==> config.mk <==
export PLATFORM = sky130hd
export DESIGN_NAME = mjg_job_gate
export DESIGN_NICKNAME = d
export VERILOG_FILES = /design/src/rtl/mjg_pkg.sv /design/src/rtl/mjg_index_fifo.sv /design/src/rtl/mjg_beat_stage.sv /design/src/rtl/mjg_job_gate.sv
export SDC_FILE = /design/constraint.sdc
export NUM_CORES = 1
export LEC_CHECK = 0
export BUFFER_PORTS_ARGS = -buffer_cell sky130_fd_sc_hd__buf_2
export CAP_MARGIN = 20
export CORE_MARGIN = 3
export CORE_UTILIZATION = 50
export DETAILED_ROUTE_END_ITERATION = 12
export PLACE_DENSITY = 0.88
export SETUP_SLACK_MARGIN = 0.3
export SKIP_LAST_GASP = 1
export SLEW_MARGIN = 20
export SYNTH_ARGS = -nofsm -noshare
export SYNTH_HDL_FRONTEND = slang
export SYNTH_SLANG_ARGS = --single-unit
==> constraint.sdc <==
create_clock -name clk -period 3.7 [get_ports clk]
set_input_delay 0.37 -clock clk [delete_from_list [all_inputs] [get_ports clk]]
set_output_delay 0.37 -clock clk [all_outputs]
set_load 0.02 [all_outputs]
==> src/rtl/mjg_pkg.sv <==
package mjg_pkg;
  localparam int IDX_W = 16;
  typedef logic [IDX_W-1:0] model_idx_t;
endpackage

==> src/rtl/mjg_index_fifo.sv <==
module mjg_index_fifo #(
  parameter int DEPTH = 4,
  parameter int W     = 16,
  localparam int PW   = (DEPTH > 1) ? $clog2(DEPTH) : 1,
  localparam int CW   = $clog2(DEPTH + 1)
) (
  input  logic          clk,
  input  logic          rst_n,
  input  logic          push_en,
  input  logic [W-1:0]  push_data,
  input  logic          pop_en,
  output logic [W-1:0]  head,
  output logic [CW-1:0] level,
  output logic          full,
  output logic          empty
);
  logic [W-1:0]  mem [DEPTH];
  logic [PW-1:0] wr_q, wr_d, rd_q, rd_d;
  logic [CW-1:0] lvl_q, lvl_d;
  logic          do_push, do_pop;

  function automatic logic [PW-1:0] bump(input logic [PW-1:0] p);
    return (p == PW'(DEPTH - 1)) ? '0 : p + 1'b1;
  endfunction

  assign full    = (lvl_q == CW'(DEPTH));
  assign empty   = (lvl_q == '0);
  assign do_push = push_en && !full;
  assign do_pop  = pop_en && !empty;

  always_comb begin
    wr_d  = wr_q;
    rd_d  = rd_q;
    lvl_d = lvl_q;
    if (do_push) wr_d = bump(wr_q);
    if (do_pop)  rd_d = bump(rd_q);
    case ({do_push, do_pop})
      2'b10:   lvl_d = lvl_q + 1'b1;
      2'b01:   lvl_d = lvl_q - 1'b1;
      default: lvl_d = lvl_q;
    endcase
  end

  always_ff @(posedge clk or negedge rst_n) begin
    if (!rst_n) begin
      wr_q  <= '0;
      rd_q  <= '0;
      lvl_q <= '0;
    end else begin
      wr_q  <= wr_d;
      rd_q  <= rd_d;
      lvl_q <= lvl_d;
    end
  end

  always_ff @(posedge clk) begin
    if (do_push) mem[wr_q] <= push_data;
  end

  assign head  = mem[rd_q];
  assign level = lvl_q;
endmodule

==> src/rtl/mjg_beat_stage.sv <==
module mjg_beat_stage #(
  parameter int DW = 64,
  parameter int IW = 16
) (
  input  logic          clk,
  input  logic          rst_n,
  input  logic          load,
  input  logic [DW-1:0] ld_data,
  input  logic          ld_last,
  input  logic [IW-1:0] ld_index,
  input  logic          take,
  output logic          free,
  output logic          q_valid,
  output logic [DW-1:0] q_data,
  output logic          q_last,
  output logic [IW-1:0] q_index
);
  logic v_q, v_d;

  assign free = !v_q || take;

  always_comb begin
    v_d = v_q;
    if (load)      v_d = 1'b1;
    else if (take) v_d = 1'b0;
  end

  always_ff @(posedge clk or negedge rst_n) begin
    if (!rst_n) v_q <= 1'b0;
    else        v_q <= v_d;
  end

  always_ff @(posedge clk) begin
    if (load) begin
      q_data  <= ld_data;
      q_last  <= ld_last;
      q_index <= ld_index;
    end
  end

  assign q_valid = v_q;
endmodule

==> src/rtl/mjg_job_gate.sv <==
module mjg_job_gate
  import mjg_pkg::*;
#(
  parameter int DATA_W = 64,
  parameter int DEPTH  = 4,
  localparam int CW    = $clog2(DEPTH + 1)
) (
  input  logic              clk,
  input  logic              rst_n,
  input  logic              sel_valid,
  output logic              sel_ready,
  input  logic [IDX_W-1:0]  sel_index,
  input  logic              in_valid,
  output logic              in_ready,
  input  logic [DATA_W-1:0] in_data,
  input  logic              in_last,
  output logic              out_valid,
  input  logic              out_ready,
  output logic [DATA_W-1:0] out_data,
  output logic              out_last,
  output logic [IDX_W-1:0]  out_index
);
  model_idx_t    head_idx;
  logic [CW-1:0] pend_cnt;
  logic          q_full, q_empty, stage_free, beat_acc;

  mjg_index_fifo #(.DEPTH(DEPTH), .W(IDX_W)) u_idx_q (
    .clk       (clk),
    .rst_n     (rst_n),
    .push_en   (sel_valid),
    .push_data (sel_index),
    .pop_en    (beat_acc && in_last),
    .head      (head_idx),
    .level     (pend_cnt),
    .full      (q_full),
    .empty     (q_empty)
  );

  assign sel_ready = !q_full;
  assign in_ready  = !q_empty && stage_free;
  assign beat_acc  = in_valid && in_ready;

  mjg_beat_stage #(.DW(DATA_W), .IW(IDX_W)) u_engine (
    .clk      (clk),
    .rst_n    (rst_n),
    .load     (beat_acc),
    .ld_data  (in_data),
    .ld_last  (in_last),
    .ld_index (head_idx),
    .take     (out_ready),
    .free     (stage_free),
    .q_valid  (out_valid),
    .q_data   (out_data),
    .q_last   (out_last),
    .q_index  (out_index)
  );
endmodule

==> results.cfg, run 1 <==
[layout]
insertedDiodeCount = 0
fin_util = 0.691
layout-drive-gt1-share = 0.546
final_area_um2 = 6910
area_delta_synth_final_pct = 31.9
nets = 492

[placement]
place.gp.congestion = 0.728
port_buffers = 169
hpwlAfterDp_um = 7280
placed_area_um2 = 6250

[clock_tree]
numCtsBuffers = 17
cts_resized = 0
post-cts-setup-buffers = 0
cts_buffer_depth = 2
worstSkewPairLatency_ns = 0.51
cts_sinks = 153
clkTransAtPathRegs_ns = 0.06
cts_root_buf = clkbuf_8
h-tree-depth = 4
cts_tree = built

[grt]
grt_antenna_before_repair = 0
grt_pass1_vias = 2799
grt_max_degree = 82
grt_use_total = 0.184
overflow = 0
grt_pass1_wl_um = 15300

[detailed_routing]
wl_per_cell_um = 19.3
wirelength_um = 10500
viasPerCell = 4.96
ant_nets = 0
first_iter_violations = 155
vias = 2704
first_pass_iters = 4
drc_errors = 0

[timing]
fin_crit_ns = 2.21
holdWs_ns = 0.0327
setup_viol = 0
worstMarginPinSlew_ns = 1.03
rsz0062_at_grt = no
final.setup.tns_ns = 0
finalClockSkew_ns = 0.00721
slew_viol_final = 0
max_freq_ghz = 0.453
timing.final.crit_share = 0.597
slew-limit-headroom = 0.310
hold_viol_final = 0

[setup_path]
cp.arrival_ns = 2.64
cp.required_ns = 4.13
critPathBufInv = 2
crit_path_start_kind = flop
path_delay_family = simple AND/OR/NAND/NOR gates
crit_slowest_cell = or3b_4
slowest_delay_ns = 0.44
crit_chain = or3b_4 > and2_4 > inv_1 > ha_1 > inv_1 > fa_1 > xor2_1 > nor2_1 > xor2_1
path_class = reg2reg
worstPathMaxFanout = 6
critPathCaptureType = flop

[synthesis]
ys_types = 23
synth.most_common_cell = edfxtp_1
yosys-top-cells-area = edfxtp_1, mux4_2, dfrtp_1, ha_1, and3_2
synthCells = 210
synth_nets = 303
ys.flop_type = edfxtp_1
synthesis.area_um2 = 5240
synth_largest_area_cell = edfxtp_1
yosysTopAreaCellShare = 0.831
synth_seq_cells = 153
synth_common_cells = edfxtp_1, mux4_2, dfrtp_1, ha_1, inv_1
syn_area_per_cell_um2 = 25.0
yosysSeqAreaShare = 0.869
async_reset_ff_frac = 0.0523
ys_warn_count = 0
synth-edff-count = 145

[floorplan]
initial_core_util = 0.524
core_um2 = 10000
die_w_um = 108
dieArea_um2 = 11700
die-height_um = 108
ios = 170
row_count = 36

[pwr]
p_leak_uw = 0.00271
ir_drop_mv = 0.575
power.density_nw_per_um2 = 787
power_uw = 5440

[worst_hold_path]
hold_class = in2reg

[status]
status = completed

[job]
drv_cap = 0
==> cells by family after synthesis <==
kind of cell / share of synthesized area
flops: 0.869
mux: 0.0807
simple gates: 0.0174
buf+inv: 0.00835
fa+ha+maj: 0.0181
xor+xnor: 0.00501
compound gates: 0.00143
==> report_power, final <==
part | switching, µW | internal, µW
combinational | 655 | 458
sequential | 166 | 2360
clock | 636 | 1160
total | 1460 | 3980
==> layout by cell type, fill, tap and decap left out <==
cell,Yosys,final
mux2_2,2,2
or3b_4,1,1
inv_1,6,6
clkinvlp_4,0,2
clkbuf_1,1,2
clkinv_4,0,1
mux4_2,16,16
clkinv_2,0,2
clkbuf_16,0,16
dfrtp_1,8,8
inv_6,0,1
buf_2,2,169
edfxtp_1,145,145
dlygate4sd3_1,0,4
and3_2,4,4
a21o_1,1,1
bufinv_16,0,5
ha_1,6,6
buf_8,0,1
clkbuf_8,0,1
mux2_4,2,2
nor3_1,2,2
clkinv_1,0,2
xor2_1,2,2
nor2_1,4,4
mux2i_1,1,1
and2_4,1,2
xnor2_1,1,1
fa_1,1,1
nor2b_1,1,1
nand2_1,1,1
==> registers in the layout, summed over array words and instances (netlist names) <==
register / flops
u_idx_q.rd_q: 2
u_idx_q.mem: 64
u_engine.q_last: 1
u_idx_q.wr_q: 2
u_engine.q_valid: 1
u_engine.q_index: 16
u_idx_q.level: 3
u_engine.q_data: 64
==> routing by layer <==
layer | global-route usage | vias to the layer above | share of wire
met3 | 0.0794 | 26 | 0.099
met1 | 0.202 | 1316 | 0.36
li1 | - | 1232 | -
met5 | 0 | - | 0
met2 | 0.310 | 130 | 0.51
met4 | 0.0857 | 0 | 0.028
==> final timing paths <==
kind                                                   start                       endpoint  slack [ns]  cells past startpoint
max in group asynchronous                              rst_n   u_idx_q.level[1]$_DFFE_PN0P_        3.30                      2
worst min-delay path                             in_data[19]  u_engine.q_data[19]$_DFFE_PP_        0.03                      1
min in group asynchronous                              rst_n    u_idx_q.rd_q[1]$_DFFE_PN0P_        0.23                      2
worst max register to register  u_idx_q.level[0]$_DFFE_PN0P_   u_idx_q.level[2]$_DFFE_PN0P_        1.49                      9
worst min register to register  u_idx_q.level[2]$_DFFE_PN0P_   u_idx_q.level[2]$_DFFE_PN0P_        0.51                      1
worst max-delay path            u_idx_q.level[0]$_DFFE_PN0P_   u_idx_q.level[2]$_DFFE_PN0P_        1.49                      9
==> metrics by stage <==
step	setup slack, ns	cells
detailed placement	1.49	509
global placement	1.58	508
finish	1.49	545
global route	1.32	545
floorplan	0.308	210
CTS	1.47	542
==> repair_timing <==
| action | in CTS | in global routing |
|---|---|---|
| hold buffers | 1 | 3 |
| setup endpoints to repair | 0 | 0 |
| hold endpoints to repair | 8 | 3 |
==> area by class of cell <==
class / count / area [µm²]
clock buffers: 19 / 422
clock inverters: 13 / 200
fillers: 668 / 3090
inverters: 6 / 22.5
multi-input cells: 47 / 646
flip-flops and latches: 153 / 4550
well taps: 133 / 166
repair buffers: 174 / 901
Note: power is estimated with default switching activity, not from simulation.
==> inputs of run 2 (changes only) <==
--- a/config.mk
+++ b/config.mk
@@ -5,12 +5,13 @@
 export SDC_FILE = /design/constraint.sdc
 export NUM_CORES = 1
 export LEC_CHECK = 0
+export ABC_AREA = 1
 export BUFFER_PORTS_ARGS = -buffer_cell sky130_fd_sc_hd__buf_2
 export CAP_MARGIN = 20
 export CORE_MARGIN = 3
-export CORE_UTILIZATION = 50
+export CORE_UTILIZATION = 45
 export DETAILED_ROUTE_END_ITERATION = 12
-export PLACE_DENSITY = 0.88
+export PLACE_DENSITY = 0.84
 export SETUP_SLACK_MARGIN = 0.3
 export SKIP_LAST_GASP = 1
 export SLEW_MARGIN = 20
==> constraint.sdc (replaced) <==
create_clock -name clk -period 2 [get_ports clk]
set_input_delay 0.2 -clock clk [delete_from_list [all_inputs] [get_ports clk]]
set_output_delay 0.2 -clock clk [all_outputs]
set_load 0.02 [all_outputs]
==> results.cfg, run 2 <==
[timing]
worstMarginPinSlew_ns = 0.312
fin_ws_ns = 0.156
rsz0062_at_grt = yes
hold_viol_final = 0
fin_crit_ns = 1.84
setup_viol = 0
slew_viol_final = 0
timing.final.crit_share = 0.922
slew-limit-headroom = 0.792
max_freq_ghz = 0.542
finalClockSkew_ns = 0.00864

[clock_tree]
cts_sinks = 153
worstSkewPairLatency_ns = 0.40
cts_root_buf = clkbuf_16
clkTransAtPathRegs_ns = 0.06
cts_tree = built
h-tree-depth = 4
numCtsBuffers = 17
cts_buffer_depth = 2

[detailed_routing]
vias = 3640
first_pass_iters = 4
wirelength_um = 14300
drc_errors = 0
first_iter_violations = 318
wl_per_cell_um = 19.5
viasPerCell = 4.96
ant_nets = 0

[grt]
grt_pass1_vias = 3715
met3_usage = 0.0621
grt-busiest-layer = met2
grt_pass1_wl_um = 20700
met2_usage = 0.378
overflow = 0
grtUsageMet1 = 0.246
grt_max_degree = 57
grt_antenna_before_repair = 0
grt_use_total = 0.213

[floorplan]
core_um2 = 11500
dieArea_um2 = 13200
initial_core_util = 0.464
ios = 170
die-height_um = 115
row_count = 39
die_w_um = 115

[synthesis]
synth_common_cells = edfxtp_1, nor2_1, o21ai_0, o22ai_1, inv_1
synth.most_common_cell = edfxtp_1
syn_area_per_cell_um2 = 17.9
synth-edff-count = 145
synthesis.area_um2 = 5350
ys_types = 24
ys.flop_type = edfxtp_1
yosysTopAreaCellShare = 0.815
yosysSeqAreaShare = 0.852
synth_largest_area_cell = edfxtp_1
synth_nets = 391
yosys-top-cells-area = edfxtp_1, dfrtp_1, o21ai_0, nor2_1, o22ai_1
async_reset_ff_frac = 0.0523
synthCells = 298
ys_warn_count = 0
synth_seq_cells = 153

[pwr]
power.density_nw_per_um2 = 1350
p_leak_uw = 0.00316
ir_drop_mv = 0.577

[setup_path]
cp.required_ns = 2.32
crit_slowest_cell = dfrtp_1
path_delay_family = simple AND/OR/NAND/NOR gates
critPathCaptureType = flop
crit_chain = nor2_4 > nand2_1 > nand4_1 > inv_1 > ha_2 > inv_2 > fa_2 > or2_4 > nand2_2 > xor2_1
slowest_delay_ns = 0.41
worstPathMaxFanout = 3
cp.arrival_ns = 2.17
crit_path_start_kind = flop
path_class = reg2reg
critPathBufInv = 2

[placement]
dp_slack_ns = 0.0405
port_buffers = 169
placed_area_um2 = 6410
placed_cells = 611
place.gp.congestion = 0.837
hpwlAfterDp_um = 8100

[layout]
top_regs = u_engine.q_data (64), u_idx_q.mem (64), u_engine.q_index (16)
final_area_um2 = 7950
insertedDiodeCount = 0
fin_cells = 734
final_common_cell = buf_2
nets = 671
final_cell_mix = buf_2, edfxtp_1, dlygate4sd3_1, nor2_1, o21ai_0
area_delta_synth_final_pct = 48.8
layout-drive-gt1-share = 0.423

[status]
status = completed

[job]
drv_cap = 0

[worst_hold_path]
hold_class = in2reg
==> run 2: metrics by stage <==
| step | hold WS, ns | power (µW) | setup TNS [ns] | utilization |
|---|---|---|---|---|
| CTS | 0.00102 | 10600 | 0 | 0.685 |
| global route | 0.0114 | 11200 | 0 | 0.690 |
| detailed placement | 0.0557 | 7150 | 0 | 0.557 |
| floorplan | -0.0956 | 6300 | -25.59 | - |
| finish | 0.0277 | 10700 | 0 | 0.690 |
| global placement | 0.0468 | 7030 | 0 | 0.557 |
==> run 2: final cells by class <==
class,count,area [µm²]
flip-flops and latches,153,4560
fillers,712,3560
repair buffers,270,1840
multi-input cells,120,704
clock buffers,19,433
well taps,143,179
clock inverters,13,169
inverters,16,66.3
==> run 2: timing repair <==
item	4_1_cts	5_1_grt
pin swaps	7	10
buffers inserted	13	1
gates resized for setup	7	15
hold endpoints to repair	117	0
hold buffers	77	0
endpoints found under the setup margin	2	42
==> run 2: report_power, final <==
part | switching (µW) | internal [µW]
Sequential | 256 | 4380
Clock | 1250 | 1980
Combinational | 1850 | 998
Total | 3360 | 7350
==> run 2: per-layer routing <==
| layer | wire [µm] | vias up |
|---|---|---|
| li1 | - | 1676 |
| met1 | 5530 | 1782 |
| met2 | 7500 | 166 |
| met3 | 996 | 16 |
| met4 | 274 | 0 |
| met5 | 0 | - |
==> run 2: cells by family (layout without fill, tap and decap cells) <==
| logic type | count (synthesis) | count (layout) | synth area share |
|---|---|---|---|
| DFF | 153 | 153 | 0.852 |
| xor gates and xnor gates | 2 | 2 | 0.00328 |
| and+or+nand+nor | 58 | 58 | 0.0454 |
| adders and majority gates | 7 | 7 | 0.0178 |
| buffers and inverters | 25 | 318 | 0.0267 |
| AOI/OAI and AO/OA | 53 | 53 | 0.0548 |
==> run 2: path summary, 6_finish.rpt <==
check | start | to | slack, ns | cells after the start
hold / removal | sel_index[10] | u_idx_q.mem[2][10]$_DFFE_PP_ | 0.03 | 1
max in group asynchronous | rst_n | u_idx_q.level[0]$_DFFE_PN0P_ | 1.61 | 2
setup reg to reg | u_idx_q.level[1]$_DFFE_PN0P_ | u_idx_q.level[2]$_DFFE_PN0P_ | 0.16 | 10
setup / recovery | u_idx_q.level[1]$_DFFE_PN0P_ | u_idx_q.level[2]$_DFFE_PN0P_ | 0.16 | 10
hold reg to reg | u_engine.q_valid$_DFFE_PN0P_ | u_engine.q_valid$_DFFE_PN0P_ | 0.58 | 2
min in group asynchronous | rst_n | u_idx_q.level[1]$_DFFE_PN0P_ | 0.19 | 2
==> run 2: worst register-to-register path: cells and delay by family, from the launching register on <==
family | cells | cell delay (ns)
simple gates | 5 | 0.54
fa+ha+maj | 2 | 0.50
flops | 1 | 0.41
xor+xnor | 1 | 0.17
buf+inv | 2 | 0.14
==> inputs of run 3 (changes only) <==
--- a/config.mk
+++ b/config.mk
@@ -9,9 +9,9 @@
 export BUFFER_PORTS_ARGS = -buffer_cell sky130_fd_sc_hd__buf_2
 export CAP_MARGIN = 20
 export CORE_MARGIN = 3
-export CORE_UTILIZATION = 45
+export CORE_UTILIZATION = 54
 export DETAILED_ROUTE_END_ITERATION = 12
-export PLACE_DENSITY = 0.84
+export PLACE_DENSITY = 0.93
 export SETUP_SLACK_MARGIN = 0.3
 export SKIP_LAST_GASP = 1
 export SLEW_MARGIN = 20
==> constraint.sdc (replaced) <==
create_clock -name clk -period 2.4 [get_ports clk]
set_input_delay 0.24 -clock clk [delete_from_list [all_inputs] [get_ports clk]]
set_output_delay 0.24 -clock clk [all_outputs]
set_load 0.02 [all_outputs]
==> results.cfg, run 3 (synthesis results as in run 2) <==
[setup_path]
crit_chain = nor2_4 > nand2_1 > nand4_1 > inv_1 > ha_1 > inv_1 > fa_2 > or2_2 > nand2_1 > xor2_1
critPathCaptureType = flop
worstPathMaxFanout = 3
path_class = reg2reg
cp.required_ns = 2.83
path_delay_family = simple AND/OR/NAND/NOR gates
slowest_delay_ns = 0.43
crit_slowest_cell = dfrtp_1
cp.arrival_ns = 2.41
rr_startpoint = u_idx_q.level[0]$_DFFE_PN0P_
critPathBufInv = 2
crit_path_start_kind = flop
cp-startpoint = u_idx_q.level[0]$_DFFE_PN0P_

[floorplan]
initial_core_util = 0.568
row_count = 35
die_w_um = 105
core_um2 = 9420
die-height_um = 105
ios = 170
dieArea_um2 = 11100

[timing]
rsz0062_at_grt = no
finalClockSkew_ns = 0.0119
final.setup.tns_ns = 0
slew_viol_final = 0
max_freq_ghz = 0.505
worstMarginPinSlew_ns = 0.471
holdWs_ns = 0.0203
slew-limit-headroom = 0.685
setup_viol = 0
fin_crit_ns = 1.98
timing.final.crit_share = 0.825
hold_viol_final = 0

[worst_hold_path]
hold_class = in2reg
hp-start = in_valid

[clock_tree]
cts_buffer_depth = 2
cts_sinks = 153
numCtsBuffers = 17
h-tree-depth = 4
cts_root_buf = clkbuf_8
clkTransAtPathRegs_ns = 0.07
cts_tree = built
worstSkewPairLatency_ns = 0.51

[placement]
hpwlAfterDp_um = 8210
port_buffers = 169
place.gp.congestion = 0.781
placed_cells = 595

[layout]
final_cell_mix = buf_2, edfxtp_1, dlygate4sd3_1, nor2_1, o21ai_0
fin_cells = 711
area_delta_synth_final_pct = 45.8
top_regs = u_engine.q_data (64), u_idx_q.mem (64), u_engine.q_index (16)
insertedDiodeCount = 0
layout-drive-gt1-share = 0.390
nets = 663
final_common_cell = buf_2

[detailed_routing]
wl_met1_um = 5790
ant_nets = 0
highest_layer = met4
first_pass_iters = 6
dr_wl_met3_um = 1590
vias = 3868
drc_errors = 0
wl_per_cell_um = 22.5
wl_met2_um = 8030
wirelength_um = 16000
first_iter_violations = 385
viasPerCell = 5.44

[job]
drv_cap = 0

[grt]
grt_antenna_before_repair = 0
grt_pass1_vias = 4000
overflow = 0
grt_pass1_wl_um = 23700
grt_use_total = 0.293
grt_max_degree = 41

[pwr]
ir_drop_mv = 0.687
p_leak_uw = 0.00310
power.density_nw_per_um2 = 1120

[status]
status = completed
==> run 3: path summary, 6_finish.rpt <==
path | end | slack [ns] | cells after the start
max | u_idx_q.level[2]$_DFFE_PN0P_ | 0.42 | 10
min | u_idx_q.rd_q[1]$_DFFE_PN0P_ | 0.02 | 3
max reg2reg | u_idx_q.level[2]$_DFFE_PN0P_ | 0.42 | 10
min reg2reg | u_engine.q_valid$_DFFE_PN0P_ | 0.56 | 2
max in group asynchronous | u_engine.q_valid$_DFFE_PN0P_ | 2.09 | 2
min in group asynchronous | u_idx_q.rd_q[0]$_DFFE_PN0P_ | 0.11 | 2
==> run 3: cell type report <==
| cell class | instances | area [µm²] |
|---|---|---|
| fill | 406 | 1620 |
| multi-input combinational | 120 | 668 |
| tap | 129 | 161 |
| clock buffer | 17 | 414 |
| timing repair buffer | 262 | 1770 |
| clock inverter | 14 | 154 |
| sequential | 153 | 4560 |
| inverter | 16 | 66.3 |
==> run 3: metal layers <==
| metal | global-route usage | vias to the layer above |
|---|---|---|
| met4 | 0.117 | 0 |
| met3 | 0.0870 | 44 |
| met1 | 0.357 | 1868 |
| li1 | - | 1665 |
| met5 | 0 | - |
| met2 | 0.495 | 291 |
==> run 3: worst reg2reg max path, delay by kind of cell, from the launching register on <==
| kind | cells | cell delay [ns] |
|---|---|---|
| xor+xnor | 1 | 0.18 |
| fa+ha+maj | 2 | 0.50 |
| buf+inv | 2 | 0.16 |
| flops | 1 | 0.43 |
| simple gates | 5 | 0.63 |
==> run 3: where the power goes <==
group | switching, µW | leakage [µW] | internal (µW)
Combinational | 1520 | 0.00138 | 729
Clock | 1160 | 0.000273 | 1420
Sequential | 262 | 0.00145 | 3650
Total | 2940 | 0.00310 | 5790
==> run 3: through the flow <==
stage / utilization / setup slack, ns / power (µW) / cell area [µm²]
final: 0.828 / 0.419 / 8730 / 7790
after global routing: 0.828 / 0.276 / 9080 / 7790
after CTS: 0.826 / 0.309 / 8570 / 7780
after detailed placement: 0.678 / 0.311 / 5940 / 6380
after global placement: 0.678 / 0.477 / 5810 / 6380
after floorplan: - / 0.0841 / 5240 / 5370
==> run 3: repair_timing <==
item | CTS | global route
setup endpoints to repair | 1 | 1
hold buffers | 82 | 0
setup buffers | 1 | 2
gates resized for setup | 0 | 2
pin swaps | 1 | 3
hold endpoints to repair | 137 | 0
